### config.mk
export PLATFORM = sky130hd
export DESIGN_NAME = bitstream_dc_blocker
export DESIGN_NICKNAME = d
export VERILOG_FILES = /design/src/rtl/dcb_pkg.sv /design/src/rtl/dcb_gain_reg.sv /design/src/rtl/dcb_sign_mux.sv /design/src/rtl/dcb_inner_mod.sv /design/src/rtl/bitstream_dc_blocker.sv
export SDC_FILE = /design/constraint.sdc
export NUM_CORES = 1
export LEC_CHECK = 0
export CORE_UTILIZATION = 45
export CTS_BUF_LIST = sky130_fd_sc_hd__clkbuf_4
export DETAILED_ROUTE_END_ITERATION = 16
export DONT_BUFFER_PORTS = 1
export PLACE_DENSITY_LB_ADDON = 0.15
export SYNTH_ARGS = -nofsm -noshare
export SYNTH_HDL_FRONTEND = slang
export SYNTH_HIERARCHICAL = 1
export SYNTH_SLANG_ARGS = --single-unit
export TNS_END_PERCENT = 50
### constraint.sdc
create_clock -name clk_i -period 7.2 [get_ports clk_i]
set_input_delay 1.08 -clock clk_i [delete_from_list [all_inputs] [get_ports clk_i]]
set_output_delay 1.08 -clock clk_i [all_outputs]
set_load 0.01 [all_outputs]
### src/rtl/dcb_pkg.sv
package dcb_pkg;

    // Signed value of a stream bit: 1 -> +1, 0 -> -1.
    function automatic int bit_val(logic b);
        return b ? 1 : -1;
    endfunction

    // Clamp an integer to the range of a w-bit two's-complement word.
    function automatic int clamp_int(int v, int w);
        int hi;
        int lo;
        hi = (1 << (w - 1)) - 1;
        lo = -(1 << (w - 1));
        if (v > hi) return hi;
        if (v < lo) return lo;
        return v;
    endfunction

endpackage

### src/rtl/dcb_gain_reg.sv
module dcb_gain_reg #(
    parameter int W       = 10,
    parameter int RST_VAL = 0
) (
    input  logic                clk_i,
    input  logic                rst_i,
    input  logic                load_i,
    input  logic signed [W-1:0] val_i,
    output logic signed [W-1:0] pos_o,
    output logic signed [W-1:0] neg_o
);
    import dcb_pkg::*;

    localparam int GMIN = -(2 ** (W - 1));

    typedef struct packed {
        logic signed [W-1:0] pos;
        logic signed [W-1:0] neg;
    } gain_t;

    gain_t st_d, st_q;

    always_comb begin
        st_d = st_q;
        if (load_i) begin
            st_d.pos = val_i;
            st_d.neg = W'(clamp_int(-int'(val_i), W));
        end
    end

    always_ff @(posedge clk_i) begin
        if (rst_i) begin
            st_q.pos <= W'(RST_VAL);
            st_q.neg <= W'(clamp_int(-RST_VAL, W));
        end else begin
            st_q <= st_d;
        end
    end

    assign pos_o = st_q.pos;
    assign neg_o = st_q.neg;

    // stored pair always sums to zero unless the positive copy is the most negative code
    a_r8_neg_pair: assert property (@(posedge clk_i) disable iff (rst_i)
        (int'(st_q.pos) + int'(st_q.neg) == 0) || (int'(st_q.pos) == GMIN));

endmodule

### src/rtl/dcb_sign_mux.sv
module dcb_sign_mux #(
    parameter int W = 10
) (
    input  logic                sel_i,
    input  logic signed [W-1:0] pos_i,
    input  logic signed [W-1:0] neg_i,
    output logic signed [W-1:0] prod_o
);
    // Gain times a +/-1 bit: pick the constant or its stored negation.
    assign prod_o = sel_i ? pos_i : neg_i;
endmodule

### src/rtl/dcb_inner_mod.sv
module dcb_inner_mod #(
    parameter int W     = 10,
    parameter int ORDER = 1
) (
    input  logic                clk_i,
    input  logic                rst_i,
    input  logic                en_i,
    input  logic signed [W-1:0] a_i,
    input  logic signed [W-1:0] bprod_i,
    output logic                fb_o
);
    import dcb_pkg::*;

    localparam int WMAX = 2 ** (W - 1) - 1;

    typedef struct packed {
        logic signed [W-1:0] w1;
        logic signed [W-1:0] w2;
        logic                fb;
    } inner_t;

    inner_t st_d, st_q;
    logic signed [W-1:0] w1_cand, w2_cand, node;

    always_comb begin
        w1_cand = W'(clamp_int(int'(st_q.w1) + int'(a_i) - int'(bprod_i), W));
        w2_cand = W'(clamp_int(int'(st_q.w2) + int'(st_q.w1) - int'(bprod_i), W));
    end

    generate
        if (ORDER == 1) begin : g_first
            assign node = w1_cand;
        end else begin : g_second
            assign node = w2_cand;
        end
    endgenerate

    always_comb begin
        st_d = st_q;
        if (en_i) begin
            st_d.w1 = w1_cand;
            st_d.w2 = w2_cand;
            st_d.fb = ~node[W-1];
        end
    end

    always_ff @(posedge clk_i) begin
        if (rst_i) begin
            st_q.w1 <= '0;
            st_q.w2 <= '0;
            st_q.fb <= 1'b1;
        end else begin
            st_q <= st_d;
        end
    end

    assign fb_o = st_q.fb;

    // feedback decision only moves on a sample step
    a_r3_fb_hold: assert property (@(posedge clk_i) disable iff (rst_i)
        !en_i |=> $stable(fb_o));

    // first integrator pinned at its ceiling stays there for a non-negative increment
    a_r9_w1_ceiling: assert property (@(posedge clk_i) disable iff (rst_i)
        en_i && (int'(st_q.w1) == WMAX) && (int'(a_i) >= int'(bprod_i))
        |=> int'(st_q.w1) == WMAX);

endmodule

### src/rtl/bitstream_dc_blocker.sv
module bitstream_dc_blocker #(
    parameter int  LOOP_ORDER = 1,
    parameter int  ST_W       = 10,
    parameter int  GAIN_FRAC  = 9,
    parameter real DEF_ALPHA  = (LOOP_ORDER == 1) ? 0.0205 : 0.0127,
    parameter real DEF_BETA   = (LOOP_ORDER == 1) ? 0.2705 : 0.0508
) (
    input  logic                   clk_i,
    input  logic                   rst_i,
    input  logic                   valid_i,
    input  logic                   bit_i,
    input  logic                   load_i,
    input  logic signed [ST_W-1:0] alpha_i,
    input  logic signed [ST_W-1:0] beta_i,
    output logic                   bit_o
);
    import dcb_pkg::*;

    localparam int ALPHA_CODE = int'(DEF_ALPHA * real'(2 ** GAIN_FRAC));
    localparam int BETA_CODE  = int'(DEF_BETA * real'(2 ** GAIN_FRAC));
    localparam int AMAX       = 2 ** (ST_W - 1) - 1;

    typedef struct packed {
        logic signed [ST_W-1:0] acc_a;
        logic signed [ST_W-1:0] acc_u;
        logic                   y;
    } outer_t;

    outer_t st_d, st_q;

    logic signed [ST_W-1:0] ga_pos, ga_neg, gb_pos, gb_neg;
    logic signed [ST_W-1:0] prod_a, prod_b, a_cand;
    logic                   fb_bit;
    int                     u_sum;

    dcb_gain_reg #(.W(ST_W), .RST_VAL(ALPHA_CODE)) u_alpha (
        .clk_i(clk_i), .rst_i(rst_i), .load_i(load_i), .val_i(alpha_i),
        .pos_o(ga_pos), .neg_o(ga_neg)
    );

    dcb_gain_reg #(.W(ST_W), .RST_VAL(BETA_CODE)) u_beta (
        .clk_i(clk_i), .rst_i(rst_i), .load_i(load_i), .val_i(beta_i),
        .pos_o(gb_pos), .neg_o(gb_neg)
    );

    dcb_sign_mux #(.W(ST_W)) u_mux_a (
        .sel_i(st_q.y), .pos_i(ga_pos), .neg_i(ga_neg), .prod_o(prod_a)
    );

    dcb_sign_mux #(.W(ST_W)) u_mux_b (
        .sel_i(fb_bit), .pos_i(gb_pos), .neg_i(gb_neg), .prod_o(prod_b)
    );

    dcb_inner_mod #(.W(ST_W), .ORDER(LOOP_ORDER)) u_inner (
        .clk_i(clk_i), .rst_i(rst_i), .en_i(valid_i),
        .a_i(a_cand), .bprod_i(prod_b), .fb_o(fb_bit)
    );

    always_comb begin
        st_d   = st_q;
        a_cand = ST_W'(clamp_int(int'(st_q.acc_a) + int'(prod_a), ST_W));
        u_sum  = clamp_int(int'(st_q.acc_u) + bit_val(bit_i) - bit_val(fb_bit)
                           - bit_val(st_q.y), ST_W);
        if (valid_i) begin
            st_d.acc_a = a_cand;
            st_d.acc_u = ST_W'(u_sum);
            st_d.y     = (u_sum >= 0);
        end
    end

    always_ff @(posedge clk_i) begin
        if (rst_i) begin
            st_q.acc_a <= '0;
            st_q.acc_u <= '0;
            st_q.y     <= 1'b1;
        end else begin
            st_q <= st_d;
        end
    end

    assign bit_o = st_q.y;

    // no strobe, no movement of output or output integrator
    a_r3_idle_hold: assert property (@(posedge clk_i) disable iff (rst_i)
        !valid_i |=> $stable(bit_o) && $stable(st_q.acc_a) && $stable(st_q.acc_u));

    // output integrator at its ceiling with a non-negative product does not wrap
    a_r9_acc_a_ceiling: assert property (@(posedge clk_i) disable iff (rst_i)
        valid_i && (int'(st_q.acc_a) == AMAX) && (int'(prod_a) >= 0)
        |=> int'(st_q.acc_a) == AMAX);

endmodule

==> qor.json, run 1 <==
{
  "cts_resized": {"value": 0},
  "place.gp.congestion": {"value": 0.863},
  "timing.critical_path.cells": {"value": "buf_4, mux2_4, ha_1, inv_1, fa_1, and2b_1, o2111ai_1, a311oi_2, o21ai_1, a31oi_4, inv_2, maj3_2, inv_1, inv_1, fa_1, inv_1, ha_1, nand2_1, nor4_1, mux2_4, nand2_4, a21oi_1, a21o_4, a211oi_2"},
  "final_antenna_net_count": {"value": 0},
  "synth_enable_flop_cells": {"value": 0},
  "maxCapViolations": {"value": 0},
  "worst_setup_hold_path_clk_slew": {"value": 0.14, "unit": "ns"},
  "synth-seq-area-share": {"value": 21.8, "unit": "%"},
  "required_time_at_the_endpoint_of_the_critical_path": {"value": 7.56, "unit": "ns"},
  "layout.area.seq": {"value": 1440, "unit": "um^2"},
  "filler_cell_count": {"value": 1368},
  "start_util": {"value": 46.8, "unit": "%"},
  "cts_tree": {"value": "done"},
  "boundaryPins": {"value": 26},
  "crit-reg2reg-launch": {"value": "bit_o"},
  "final_hold_viol_count": {"value": 0},
  "firstDrtPassIters": {"value": 4},
  "synth.avg_cell_area": {"value": 9.16, "unit": "um^2"},
  "number_of_antenna_violations_at_the_first_check_in_global_routing": {"value": 0},
  "kind_of_capture_point_of_the_worst_setup_path": {"value": "flip-flop"},
  "path_buf_inv": {"value": 6},
  "global_route.peak_usage_layer": {"value": "met2"},
  "die_y": {"value": 123, "unit": "um"},
  "place.port_buffers": {"value": 0},
  "synth.top_cells.by_area": {"value": "dfxtp_1, fa_1, ha_1, inv_1, mux2_4"},
  "async_reset_ff_share": {"value": 0, "unit": "%"},
  "detailroute.via_count": {"value": 5154},
  "tightestPinTransition": {"value": 0.712, "unit": "ns"},
  "layout.nets": {"value": 825},
  "grt_overflow_total": {"value": 0},
  "synthesis.instances": {"value": 721},
  "timing.hold.worst_endpoint": {"value": "u_inner/st_q[15]"},
  "insertion_delay": {"value": 0.43, "unit": "ns"},
  "setup_viol_count_final": {"value": 0},
  "run_status": {"value": "complete, no violations"},
  "die_w": {"value": 123, "unit": "um"},
  "ys.flop_type": {"value": "dfxtp_1"},
  "post-dp-hpwl": {"value": 11400, "unit": "um"},
  "final_cell_area": {"value": 6880, "unit": "um^2"},
  "ctsRootBufferMaster": {"value": "clkbuf_4"},
  "total_nets_after_synthesis": {"value": 834},
  "reg2regPathDepth": {"value": 24},
  "r2r_setup_slack": {"value": 1.62, "unit": "ns"},
  "drt_wl_total": {"value": 14600, "unit": "um"},
  "netlist-cell-type-count": {"value": 87},
  "final_layout_size_suffix_gt1_share": {"value": 12.8, "unit": "%"},
  "max-clock-path-buffers": {"value": 2},
  "synth-warning-count": {"value": 6},
  "grt_start_max_net_pins": {"value": 62},
  "postCtsSetupBuffers": {"value": 0},
  "htree_levels": {"value": 3},
  "post_synth_most_frequent_cells": {"value": "inv_1, dfxtp_1, nor2_1, ha_1, fa_1"},
  "period_share": {"value": 77.5, "unit": "%"},
  "rsz_0062_raised_after_global_routing": {"value": "no"},
  "whs_path_depth": {"value": 2},
  "tns": {"value": 0, "unit": "ns"},
  "critical-path-top-cell-by-count": {"value": "inv_1"},
  "grt_first_pass_wirelength": {"value": 24200, "unit": "um"},
  "std_cell_rows": {"value": 43},
  "min_period": {"value": 5.58, "unit": "ns"},
  "clock-skew-final": {"value": 0.0214, "unit": "ns"},
  "clkSinkCount": {"value": 72},
  "grt.met2_usage": {"value": 34.3, "unit": "%"},
  "worst_setup_path_start_kind": {"value": "flip-flop"},
  "syn_to_final_growth": {"value": 4.19, "unit": "%"},
  "worst_path_max_delay_cell": {"value": "fa_1"},
  "route.detailed.wl_per_inst": {"value": 16.3, "unit": "um"},
  "worst_r2r_endpoint": {"value": "u_inner/st_q[11]"},
  "max_slew_margin": {"value": 52.4, "unit": "%"},
  "gr-usage-met3": {"value": 3.51, "unit": "%"},
  "hp-class": {"value": "reg -> reg"},
  "drc": {"value": 0},
  "grt_util_met1": {"value": 27.5, "unit": "%"},
  "number_of_buffers_created_by_cts": {"value": 9},
  "synthesis.area": {"value": 6600, "unit": "um^2"},
  "die_area": {"value": 15200, "unit": "um^2"},
  "vias_per_cell": {"value": 5.75},
  "synth-seq-cells": {"value": 72},
  "antenna-diode-count": {"value": 0},
  "criticalPathCategory": {"value": "reg -> reg"},
  "fp.coreArea": {"value": 14100, "unit": "um^2"},
  "maxClockFrequency": {"value": 0.179, "unit": "GHz"},
  "path_delay_family": {"value": "adder cells"},
  "dpl_cell_area": {"value": 6730, "unit": "um^2"},
  "netlist.area_leader.share": {"value": 21.8, "unit": "%"},
  "worst_path_largest_cell_delay": {"value": 0.52, "unit": "ns"},
  "starting_drc_count_in_detailed_routing": {"value": 312},
  "dominant_cell_by_count_in_the_synthesized_netlist": {"value": "inv_1"},
  "worstHoldStart": {"value": "u_inner/st_q[15]"},
  "final_core_utilization": {"value": 48.8, "unit": "%"},
  "synth_top_cell_by_area": {"value": "dfxtp_1"},
  "timing.final.max_slew_violations": {"value": 0},
  "total_grt_usage": {"value": 20.4, "unit": "%"},
  "multi_input_area": {"value": 4700, "unit": "um^2"},
  "cts_hold_buf": {"value": 0},
  "number_of_global_route_vias_before_repair": {"value": 4955},
  "crit_path_max_fanout": {"value": 12},
  "arrival_time_worst_endpoint": {"value": 5.94, "unit": "ns"}
}
==> layout by cell type (no fill, tap or decap), types with 9 or more instances in the layout <==
cell type  count
dfxtp_1       72
nor2b_1       14
a21oi_1       33
o21ai_0       13
a211oi_1       9
a21o_1         9
clkbuf_4       9
mux2i_1       15
ha_1          54
mux2_4        21
xnor2_1       27
nor2_1        69
inv_1         91
nor3_1        10
nand3_1       14
fa_1          34
nand2_1       26
==> per-stage QoR <==
step / setup WS, ns / hold WS (ns) / std cells
floorplan: 2.08 / 0.433 / 721
global placement: 1.82 / 0.468 / 881
detailed placement: 1.66 / 0.464 / 881
CTS: 1.62 / 0.496 / 897
global route: 1.29 / 0.525 / 897
finish: 1.62 / 0.498 / 897
==> worst max-delay path by stage <==
stage	start	endpoint	slack, ns	cells after the start
final	bit_o	u_inner/st_q[11]	1.62	24
after global routing	bit_o	u_inner/st_q[13]	1.29	20
after CTS	bit_o	u_inner/st_q[16]	1.62	22
after detailed placement	bit_o	u_inner/st_q[16]	1.66	22
after global placement	bit_o	u_inner/st_q[16]	1.82	22
after floorplan	bit_o	u_inner/st_q[11]	2.08	24
==> worst min-delay path: stages, from the launching register on <==
cell and delay, ns:
dfxtp_1 0.36, nand2_1 0.05, o221ai_1 0.06
==> cells by family after synthesis <==
group           count (synthesis)  share of synthesized area (%)
compound gates                164                           20.8
fa+ha+maj                      95                           21.7
buf+inv                       115                           6.94
flops                          72                           21.8
xor+xnor                       34                           4.51
simple gates                  205                           17.1
mux                            36                           7.05
==> layer usage <==
layer	wire, um	vias to the layer above
met4	111	0
met2	6990	89
met1	6980	2490
met5	0	-
met3	516	10
li1	-	2565
==> flip-flops by register name (all words and copies together) (netlist names) <==
signal         count
bit_o              1
u_alpha/neg_o     10
u_alpha/pos_o     10
u_beta/pos_o      10
u_inner/fb_o       1
st_q              20
u_beta/neg_o      10
u_inner/st_q      10
==> final cells by class <==
cell class / instances / share of cell area [%]
clock buffers: 9 / 0.982
clock inverters: 7 / 1.13
inverters: 93 / 5.08
multi-input cells: 534 / 68.4
flip-flops and latches: 72 / 21.0
well taps: 180 / 3.27
repair buffers: 2 / 0.218
Power of run 1 is not shown: default switching activity piles up to over one toggle a cycle in this logic, so the estimate is an artifact.
==> run 2, diff against run 1 <==
==> constraint.sdc (replaced) <==
create_clock -name clk_i -period 5.6 [get_ports clk_i]
set_input_delay 0.84 -clock clk_i [delete_from_list [all_inputs] [get_ports clk_i]]
set_output_delay 0.84 -clock clk_i [all_outputs]
set_load 0.01 [all_outputs]
==> run 2 against run 1 <==
Clock skew is 0.0068 ns lower. Register-to-register slack worse by 1.3 ns. Count of clock-buffer cells in the layout is the same. Cell area increased by 1.4%. Flip-flop and latch count unchanged. Die area stayed put. Core utilization rose by 0.69 points. Final cell count grew 1.2%. Critical path depth is 4 lower. Hold slack lost 0.045 ns.
==> qor.json, run 2 (synthesis results as in run 1) <==
{
  "period_share": {"value": 94.4, "unit": "%", "change": "was 77.5%"},
  "hp-class": {"value": "in -> reg", "change": "was reg -> reg"},
  "fp.coreArea": {"value": 14100, "unit": "um^2", "change": "unchanged"},
  "final_hold_viol_count": {"value": 0, "change": "unchanged"},
  "criticalPathCategory": {"value": "reg -> reg", "change": "unchanged"},
  "max-clock-path-buffers": {"value": 2, "change": "unchanged"},
  "number_of_buffers_created_by_cts": {"value": 9, "change": "unchanged"},
  "min_period": {"value": 5.29, "unit": "ns", "change": "was 5.58 ns"},
  "vias_per_cell": {"value": 5.68, "change": "was 5.75"},
  "start_util": {"value": 46.8, "unit": "%", "change": "unchanged"},
  "final_layout_size_suffix_gt1_share": {"value": 15.2, "unit": "%", "change": "was 12.8%"},
  "starting_drc_count_in_detailed_routing": {"value": 243, "change": "was 312"},
  "firstDrtPassIters": {"value": 5, "change": "was 4"},
  "antenna-diode-count": {"value": 0, "change": "unchanged"},
  "place.port_buffers": {"value": 0, "change": "unchanged"},
  "largest-register": {"value": "st_q", "change": "unchanged"},
  "mostFrequentLayoutCell": {"value": "inv_1", "change": "unchanged"},
  "insertion_delay": {"value": 0.45, "unit": "ns", "change": "was 0.43 ns"},
  "max_slew_margin": {"value": 52.4, "unit": "%", "change": "about the same"},
  "grt_first_pass_wirelength": {"value": 24300, "unit": "um", "change": "was 24,200 um"},
  "maxCapViolations": {"value": 0, "change": "unchanged"},
  "tightestPinTransition": {"value": 0.711, "unit": "ns", "change": "was 0.712 ns"},
  "cts_tree": {"value": "done", "change": "unchanged"},
  "most_frequent_cells_in_the_layout": {"value": "inv_1, dfxtp_1, nor2_1", "change": "unchanged"},
  "grt_start_max_net_pins": {"value": 62, "change": "unchanged"},
  "post-dp-hpwl": {"value": 11200, "unit": "um", "change": "was 11,400 um"},
  "final_core_utilization": {"value": 49.5, "unit": "%", "change": "was 48.8%"},
  "kind_of_capture_point_of_the_worst_setup_path": {"value": "flip-flop", "change": "unchanged"},
  "timing.final.max_slew_violations": {"value": 0, "change": "unchanged"},
  "ctsRootBufferMaster": {"value": "clkbuf_4", "change": "unchanged"},
  "number_of_antenna_violations_at_the_first_check_in_global_routing": {"value": 0, "change": "unchanged"},
  "clkSinkCount": {"value": 72, "change": "unchanged"},
  "worst_setup_hold_path_clk_slew": {"value": 0.13, "unit": "ns", "change": "was 0.14 ns"},
  "die_y": {"value": 123, "unit": "um", "change": "unchanged"},
  "route.detailed.wl_per_inst": {"value": 16.0, "unit": "um", "change": "was 16.3 um"},
  "layout.nets": {"value": 837, "change": "was 825"},
  "number_of_global_route_vias_before_repair": {"value": 5041, "change": "was 4,955"},
  "die_area": {"value": 15200, "unit": "um^2", "change": "unchanged"},
  "grt_overflow_total": {"value": 0, "change": "unchanged"},
  "die_w": {"value": 123, "unit": "um", "change": "unchanged"},
  "arrival_time_worst_endpoint": {"value": 5.59, "unit": "ns", "change": "was 5.94 ns"},
  "worst_setup_path_start_kind": {"value": "flip-flop", "change": "unchanged"},
  "place.gp.congestion": {"value": 0.879, "change": "was 0.863"},
  "setup_viol_count_final": {"value": 0, "change": "unchanged"},
  "syn_to_final_growth": {"value": 5.67, "unit": "%", "change": "was 4.19%"},
  "required_time_at_the_endpoint_of_the_critical_path": {"value": 5.90, "unit": "ns", "change": "was 7.56 ns"},
  "boundaryPins": {"value": 26, "change": "unchanged"},
  "final_antenna_net_count": {"value": 0, "change": "unchanged"},
  "total_grt_usage": {"value": 20.5, "unit": "%", "change": "was 20.4%"},
  "maxClockFrequency": {"value": 0.189, "unit": "GHz", "change": "was 0.179 GHz"},
  "std_cell_rows": {"value": 43, "change": "unchanged"},
  "drc": {"value": 0, "change": "unchanged"},
  "largest_register_ffs": {"value": 20, "change": "unchanged"},
  "final.hold.worst_slack": {"value": 0.453, "unit": "ns", "change": "was 0.498 ns"},
  "cts_hold_buf": {"value": 0, "change": "unchanged"},
  "clock-skew-final": {"value": 0.0146, "unit": "ns", "change": "was 0.0214 ns"},
  "run_status": {"value": "complete, no violations", "change": "unchanged"},
  "detailroute.via_count": {"value": 5158, "change": "was 5,154"},
  "drt_wl_total": {"value": 14500, "unit": "um", "change": "was 14,600 um"},
  "htree_levels": {"value": 3, "change": "unchanged"},
  "crit_path_max_fanout": {"value": 9, "change": "was 12"}
}
run 2: what timing repair did:
item                                    4_1_cts  5_1_grt
endpoints found under the setup margin        0       20
buffers inserted                              0        4
gates resized for setup                       0       10
run 2: critical path, cell delays in order (launching register included):
cell and delay (ns):
dfxtp_4 0.42, inv_1 0.06, buf_4 0.20, fa_1 0.51, fa_1 0.51, inv_1 0.04
ha_1 0.29, a21o_1 0.20, a21oi_1 0.17, o21ai_0 0.09, a21oi_1 0.22, o21ai_1 0.20
a21o_1 0.23, fa_1 0.50, nor4bb_1 0.28, and4_1 0.23, nand4_1 0.09, ha_1 0.38
clkinvlp_4 0.21, a21oi_1 0.21, a221oi_1 0.10
run 2: metal layers:
layer,track usage (%),up-vias,part of all wire (%)
met3,5.17,16,3.1
li1,-,2598,-
met5,0,-,0
met2,32.8,65,47
met4,5.57,0,1.4
met1,27.4,2479,48
run 2: final timing paths:
kind                                          to  cells past startpoint  slack (ns)              from
worst max-delay path                     st_q[2]                     20        0.31             bit_o
worst min-delay path            u_inner/st_q[20]                      1        0.45             rst_i
worst max register to register           st_q[2]                     20        0.31             bit_o
worst min register to register  u_inner/st_q[18]                      2        0.49  u_inner/st_q[18]
run 2: final cells by class:
class                   count  area [um^2]
fillers                  1347         7120
multi-input cells         534         4730
flip-flops and latches     72         1450
inverters                  93          357
well taps                 180          225
repair buffers             14          118
clock buffers               9         67.6
clock inverters             6         37.5
run 2: metrics by stage:
stage | worst slack (ns) | setup TNS (ns) | instances | instance area [um^2]
floorplan | 0.480 | 0 | 721 | 6600
global placement | 0.219 | 0 | 889 | 6790
detailed placement | 0.0112 | 0 | 889 | 6790
CTS | 0.0229 | 0 | 904 | 6900
global route | -0.00372 | -0.00372 | 908 | 6980
finish | 0.313 | 0 | 908 | 6980
Power of run 2 is left out for the same reason.
